==> src/rtl/gpio_bank_pkg.sv <==
package gpio_bank_pkg;

    localparam int BANKS         = 2;
    localparam int PINS_PER_BANK = 8;
    localparam int PINS          = BANKS * PINS_PER_BANK;
    localparam int PIN_W         = $clog2(PINS);
    localparam int BANK_W        = (BANKS > 1) ? $clog2(BANKS) : 1;
    localparam int DW            = 8;
    localparam int AW            = 8;

    localparam logic [AW-1:0] PEND_BASE  = 8'h0B;
    localparam logic [AW-1:0] MASK_BASE  = 8'h19;
    localparam logic [AW-1:0] OUT_BASE0  = 8'h2B;
    localparam logic [AW-1:0] OUT_BASE1  = 8'h3B;
    localparam logic [AW-1:0] IN_BASE0   = 8'h33;
    localparam logic [AW-1:0] IN_BASE1   = 8'h43;
    localparam logic [AW-1:0] PANEL_ADDR = 8'h52;

    typedef enum logic [1:0] {
        EDGE_NONE = 2'd0,
        EDGE_FALL = 2'd1,
        EDGE_RISE = 2'd2,
        EDGE_BOTH = 2'd3
    } edge_sel_e;

    typedef struct packed {
        logic       dir;
        logic       odrain;
        logic       pull_en;
        logic [1:0] pull_sel;
        logic       level;
    } outctl_t;

    typedef enum logic [2:0] {
        REG_NONE,
        REG_OUTCTL,
        REG_INCTL,
        REG_PEND,
        REG_MASK,
        REG_PANEL
    } reg_kind_e;

    typedef struct packed {
        reg_kind_e         kind;
        logic [BANK_W-1:0] bank;
        logic [PIN_W-1:0]  pin;
    } reg_sel_t;

    function automatic logic [AW-1:0] out_base(int b);
        return (b == 0) ? OUT_BASE0 : OUT_BASE1;
    endfunction

    function automatic logic [AW-1:0] in_base(int b);
        return (b == 0) ? IN_BASE0 : IN_BASE1;
    endfunction

    function automatic reg_sel_t decode_addr(logic [AW-1:0] a);
        reg_sel_t    s;
        logic [AW-1:0] d;
        s.kind = REG_NONE;
        s.bank = '0;
        s.pin  = '0;
        for (int b = 0; b < BANKS; b++) begin
            d = a - out_base(b);
            if (d < AW'(PINS_PER_BANK)) begin
                s.kind = REG_OUTCTL;
                s.bank = BANK_W'(b);
                s.pin  = PIN_W'(b * PINS_PER_BANK) + PIN_W'(d);
            end
            d = a - in_base(b);
            if (d < AW'(PINS_PER_BANK)) begin
                s.kind = REG_INCTL;
                s.bank = BANK_W'(b);
                s.pin  = PIN_W'(b * PINS_PER_BANK) + PIN_W'(d);
            end
            if (a == PEND_BASE + AW'(b)) begin
                s.kind = REG_PEND;
                s.bank = BANK_W'(b);
            end
            if (a == MASK_BASE + AW'(b)) begin
                s.kind = REG_MASK;
                s.bank = BANK_W'(b);
            end
        end
        if (a == PANEL_ADDR) s.kind = REG_PANEL;
        return s;
    endfunction

    function automatic logic edge_hit(edge_sel_e sel, logic cur, logic prev);
        logic rise;
        logic fall;
        rise = cur & ~prev;
        fall = ~cur & prev;
        case (sel)
            EDGE_FALL: return fall;
            EDGE_RISE: return rise;
            EDGE_BOTH: return rise | fall;
            default:   return 1'b0;
        endcase
    endfunction

endpackage

==> src/rtl/gpio_pin_sync.sv <==
module gpio_pin_sync
    import gpio_bank_pkg::*;
(
    input  logic      clk,
    input  logic      rst,
    input  logic      pad_in,
    input  edge_sel_e sense,
    output logic      level,
    output logic      event_hit
);
    logic meta_q;
    logic sync_q;
    logic prev_q;

    always_ff @(posedge clk) begin
        if (rst) begin
            meta_q <= 1'b0;
            sync_q <= 1'b0;
            prev_q <= 1'b0;
        end else begin
            meta_q <= pad_in;
            sync_q <= meta_q;
            prev_q <= sync_q;
        end
    end

    assign level     = sync_q;
    assign event_hit = edge_hit(sense, sync_q, prev_q);
endmodule

==> src/rtl/gpio_pad_drive.sv <==
module gpio_pad_drive (
    input  logic dir,
    input  logic odrain,
    input  logic level,
    output logic pad_out,
    output logic pad_oe
);
    always_comb begin
        if (odrain) begin
            pad_out = 1'b0;
            pad_oe  = dir & ~level;
        end else begin
            pad_out = level;
            pad_oe  = dir;
        end
    end
endmodule

==> src/rtl/gpio_irq_bank.sv <==
module gpio_irq_bank
    import gpio_bank_pkg::*;
(
    input  logic                     clk,
    input  logic                     rst,
    input  logic [PINS_PER_BANK-1:0] events,
    input  logic                     pend_wr,
    input  logic                     mask_wr,
    input  logic [DW-1:0]            wdata,
    output logic [PINS_PER_BANK-1:0] pend,
    output logic [PINS_PER_BANK-1:0] mask,
    output logic                     irq
);
    logic [PINS_PER_BANK-1:0] clr;

    assign clr = pend_wr ? wdata[PINS_PER_BANK-1:0] : '0;

    always_ff @(posedge clk) begin
        if (rst) begin
            pend <= '0;
            mask <= '1;
        end else begin
            pend <= (pend & ~clr) | events;
            if (mask_wr) mask <= wdata[PINS_PER_BANK-1:0];
        end
    end

    assign irq = |(pend & ~mask);
endmodule

==> src/rtl/gpio_bank_ctrl.sv <==
module gpio_bank_ctrl
    import gpio_bank_pkg::*;
(
    input  logic            clk,
    input  logic            rst,
    input  logic [AW-1:0]   bus_addr,
    input  logic [DW-1:0]   bus_wdata,
    input  logic            bus_wr,
    input  logic            bus_rd,
    output logic [DW-1:0]   bus_rdata,
    input  logic [PINS-1:0] pad_in,
    output logic [PINS-1:0] pad_out,
    output logic [PINS-1:0] pad_oe,
    output logic            irq_out
);
    localparam int OCW = $bits(outctl_t);

    reg_sel_t         sel;
    outctl_t          octl  [PINS];
    edge_sel_e        sense [PINS];
    logic [DW-1:0]    panel;
    logic [PINS-1:0]  lvl;
    logic [PINS-1:0]  evt;
    logic [PINS-1:0]  pend_all;
    logic [PINS-1:0]  mask_all;
    logic [BANKS-1:0] bank_irq;
    logic [PINS-1:0]  dir_v;
    logic [PINS-1:0]  od_v;
    logic [PINS-1:0]  val_v;
    logic [2*PINS-1:0] sense_v;
    logic [DW-1:0]    rd_mux;

    assign sel = decode_addr(bus_addr);

    always_ff @(posedge clk) begin
        if (rst) begin
            for (int i = 0; i < PINS; i++) begin
                octl[i]  <= '0;
                sense[i] <= EDGE_NONE;
            end
            panel <= '0;
        end else if (bus_wr) begin
            case (sel.kind)
                REG_OUTCTL: octl[sel.pin]  <= outctl_t'(bus_wdata[OCW-1:0]);
                REG_INCTL:  sense[sel.pin] <= edge_sel_e'(bus_wdata[2:1]);
                REG_PANEL:  panel          <= bus_wdata;
                default: ;
            endcase
        end
    end

    for (genvar p = 0; p < PINS; p++) begin : g_pin
        gpio_pin_sync u_sync (
            .clk       (clk),
            .rst       (rst),
            .pad_in    (pad_in[p]),
            .sense     (sense[p]),
            .level     (lvl[p]),
            .event_hit (evt[p])
        );
        gpio_pad_drive u_drv (
            .dir     (octl[p].dir),
            .odrain  (octl[p].odrain),
            .level   (octl[p].level),
            .pad_out (pad_out[p]),
            .pad_oe  (pad_oe[p])
        );
        assign dir_v[p]          = octl[p].dir;
        assign od_v[p]           = octl[p].odrain;
        assign val_v[p]          = octl[p].level;
        assign sense_v[2*p +: 2] = sense[p];
    end

    for (genvar b = 0; b < BANKS; b++) begin : g_bank
        logic pend_wr_b;
        logic mask_wr_b;
        assign pend_wr_b = bus_wr && (sel.kind == REG_PEND) && (sel.bank == BANK_W'(b));
        assign mask_wr_b = bus_wr && (sel.kind == REG_MASK) && (sel.bank == BANK_W'(b));
        gpio_irq_bank u_bank (
            .clk     (clk),
            .rst     (rst),
            .events  (evt[b*PINS_PER_BANK +: PINS_PER_BANK]),
            .pend_wr (pend_wr_b),
            .mask_wr (mask_wr_b),
            .wdata   (bus_wdata),
            .pend    (pend_all[b*PINS_PER_BANK +: PINS_PER_BANK]),
            .mask    (mask_all[b*PINS_PER_BANK +: PINS_PER_BANK]),
            .irq     (bank_irq[b])
        );
    end

    assign irq_out = |bank_irq;

    always_comb begin
        rd_mux = '0;
        case (sel.kind)
            REG_OUTCTL: rd_mux = DW'(octl[sel.pin]);
            REG_INCTL:  rd_mux = DW'({sense[sel.pin], lvl[sel.pin]});
            REG_PEND:   rd_mux = DW'(pend_all[sel.bank*PINS_PER_BANK +: PINS_PER_BANK]);
            REG_MASK:   rd_mux = DW'(mask_all[sel.bank*PINS_PER_BANK +: PINS_PER_BANK]);
            REG_PANEL:  rd_mux = panel;
            default:    rd_mux = '0;
        endcase
    end

    assign bus_rdata = bus_rd ? rd_mux : '0;
endmodule

==> config.mk <==
export PLATFORM = sky130hd
export DESIGN_NAME = gpio_bank_ctrl
export DESIGN_NICKNAME = d
export VERILOG_FILES = /design/src/rtl/gpio_bank_pkg.sv /design/src/rtl/gpio_pin_sync.sv /design/src/rtl/gpio_pad_drive.sv /design/src/rtl/gpio_irq_bank.sv /design/src/rtl/gpio_bank_ctrl.sv
export SDC_FILE = /design/constraint.sdc
export NUM_CORES = 1
export LEC_CHECK = 0
export BUFFER_PORTS_ARGS = -buffer_cell sky130_fd_sc_hd__buf_2
export CORE_MARGIN = 1.5
export CORE_UTILIZATION = 55
export DETAILED_ROUTE_END_ITERATION = 16
export PLACE_DENSITY = 0.72
export SYNTH_ARGS = -nofsm -noshare
export SYNTH_HDL_FRONTEND = slang
export SYNTH_SLANG_ARGS = --single-unit
export TNS_END_PERCENT = 5
==> constraint.sdc <==
create_clock -name clk -period 8.3 [get_ports clk]
set_input_delay 0.415 -clock clk [delete_from_list [all_inputs] [get_ports clk]]
set_output_delay 0.415 -clock clk [all_outputs]
set_load 0.01 [all_outputs]
==> flow_summary.yaml <==
global_route:
  antenna_found_initial: 0
  grt-busiest-layer: "met1"
  grt_util_met3: 0.0523
  grt_overflow: 0
  track_usage: 0.287
  met2_usage: 0.420
  grt_max_degree: 68
  grt_first_pass_wirelength_um: 48200
  grt_pass1_vias: 8194
  grt_use_met1: 0.432
clock_tree:
  insertion_delay_ps: 540
  cts_root_buffer: "clkbuf_16"
  post_cts_resized: 0
  clkSlewWorstSetupHoldPaths_ps: 60
  cts_tree: "yes"
  cts_sinks: 216
  htree_levels: 1
  cts_hold_buf: 0
  postCtsSetupRepairBufs: 0
  cts_buffers: 24
  clockBufferDepth: 3
detailed_routing:
  drc: 0
  dr.pass1.iters: 5
  drt-total-wl_um: 31600
  vias_per_cell: 6.03
  vias: 9055
  antenna_left: 0
  drtIter0Drc: 850
  routedWlPerCell_um: 21.1
synthesis:
  syn_inst: 1206
  yosys.area.top_type: "edfxtp_1"
  ys_seq_area_frac: 0.477
  synth_cell_types: 88
  syn_avg_cell_area_sq_um: 9.74
  synth_top_area_frac: 0.327
  synth.cell_area_sq_mm: 0.0117
  synth_ff_type: "edfxtp_1"
  synthArstFlopShare: 0
  synthTopCellsByArea: "edfxtp_1 (33%), dfxtp_1 (15%), and2_1 (5.3%)"
  syn-num-nets: 1278
  synth.yosys.warnings: 0
  ys_ff_latch: 216
  synth-edff-count: 128
hold_path:
  worstHoldPathType: "input port to register"
layout:
  final_cell_area_sq_mm: 0.0127
  fill_cells: 1829
  area_growth_pct: 8.13
  diodes: 0
  nNetsFinal: 1281
  layout.cells.non_filler: 1501
  drive_above_1_share: 0.144
timing:
  maxSlewViolCount: 0
  min_period_ps: 5450
  fin_crit_sh: 0.657
  setup_viol: 0
  whs_ps: 83.4
  rsz0062_at_grt: "false"
  tightest_slew_ps: 1050
  max_slew_margin: 0.299
  fmax_ghz: 0.183
  fin_tns_setup_ps: 0
  hold_violations: 0
  fin_skew_ps: 23.7
placed_design:
  dp_hpwl_um: 22500
  place_inst: 1458
  place.gp.congestion: 0.924
  placed_cell_area_sq_mm: 0.0119
  portBuffers: 76
critical_path:
  path_class: "input port to output pin"
  cp-end-kind: "output pin"
  cp.arrival_ps: 5040
  critPathRequiredTime_ps: 7890
  setup.worst_path.start_class: "input port"
  crit_fanout: 66
power_and_ir_drop:
  power_mw: 2.49
  peakVddDrop_uv: 137
  power.density_mw_per_mm2: 196
  p_leak_nw: 4.76
die:
  io_pins: 77
  die_w_um: 149
  core_sq_mm: 0.0210
  die_h_um: 149
  die-area_sq_mm: 0.0222
  start_util: 0.561
  rows: 53
status:
  status: "completed"
job:
  drv_cap: 0
==> metrics by stage <==
| stage | utilization | setup WS [ps] |
|---|---|---|
| 6_report | 0.606 | 2850 |
| 2_1_floorplan | - | 4840 |
| 3_3_place_gp | 0.570 | 3060 |
| 4_1_cts | 0.606 | 2940 |
| 5_1_grt | 0.606 | 2560 |
| 3_5_place_dp | 0.570 | 2940 |
==> per-layer routing <==
metal  up-vias  wire (um)
met5         -          0
met4         0        916
met3        53       2840
met2       420      13500
met1      4364      14300
li1       4218          -
==> Yosys cell counts (all sizes together), types with 7 or more instances <==
master,instances
mux2i,35
buf,64
a21o,7
a211o,11
nand3,14
dfxtp,88
nor2b,57
or2,17
mux2,10
o21bai,16
a31oi,8
o21ai,30
a221oi,21
nand2,112
a2111oi,7
clkbuf,40
a21oi,31
a21boi,17
o221ai,7
and2,99
a211oi,13
o22ai,22
edfxtp,128
nor2,140
inv,66
nor3,16
ha,36
o211ai,8
==> registers in the layout, indices dropped and copies added, names as in the netlist <==
register and flops:
g_bank.u_bank.mask 16, g_bank.u_bank.pend 16, g_pin.u_sync.level 16, g_pin.u_sync.meta_q 16, g_pin.u_sync.prev_q 16, octl 96, panel 8, sense 32
==> area by class of cell <==
class / count / area, sq um / share of cell area
well taps: 275 / 344 / 0.0271
clock inverters: 10 / 110 / 0.00867
repair buffers: 81 / 420 / 0.0331
flip-flops and latches: 216 / 5610 / 0.441
multi-input cells: 820 / 5320 / 0.419
inverters: 66 / 248 / 0.0195
clock buffers: 33 / 658 / 0.0518
==> cells in the final DEF (no fill, tap or decap), types with 20 or more instances in the layout <==
cell type / instances
mux2i_1: 33
inv_1: 66
nor2_1: 136
buf_2: 75
edfxtp_1: 128
a21oi_1: 30
a221oi_1: 20
nand2_1: 112
and2_1: 99
ha_1: 35
nor2b_1: 57
o21ai_0: 28
clkbuf_16: 24
o22ai_1: 21
dfxtp_1: 88
==> critical path, cell delays in order <==
cell,delay [ps]
buf_2,610
inv_1,580
ha_2,490
buf_4,620
inv_1,560
nand3_1,750
o22ai_1,170
a2111oi_1,430
a31o_1,220
buf_2,140
==> logic make-up after synthesis <==
group,after synthesis,share of synthesized area
mux,46,0.0427
fa+ha+maj,36,0.0383
xor+xnor,3,0.00224
buf+inv,170,0.0705
flops,216,0.477
simple gates,495,0.213
compound gates,240,0.156
==> power breakdown <==
group / total [mW] / internal (mW) / switching (mW)
clock network: 1.02 / 0.592 / 0.429
registers: 1.22 / 1.18 / 0.0400
logic: 0.252 / 0.0886 / 0.163
total: 2.49 / 1.86 / 0.632
==> worst paths after layout <==
path	startpoint	slack, ps	depth (start not counted)	to
worst max-delay path	bus_addr[0]	2850	10	bus_rdata[5]
worst min-delay path	pad_in[0]	80	2	g_pin[0].u_sync.meta_q
worst max register to register	g_pin[2].u_sync.prev_q	6880	7	g_bank[0].u_bank.pend[2]
worst min register to register	g_pin[13].u_sync.meta_q	430	1	g_pin[13].u_sync.level
No activity file was read; power rests on OpenSTA's default activity.
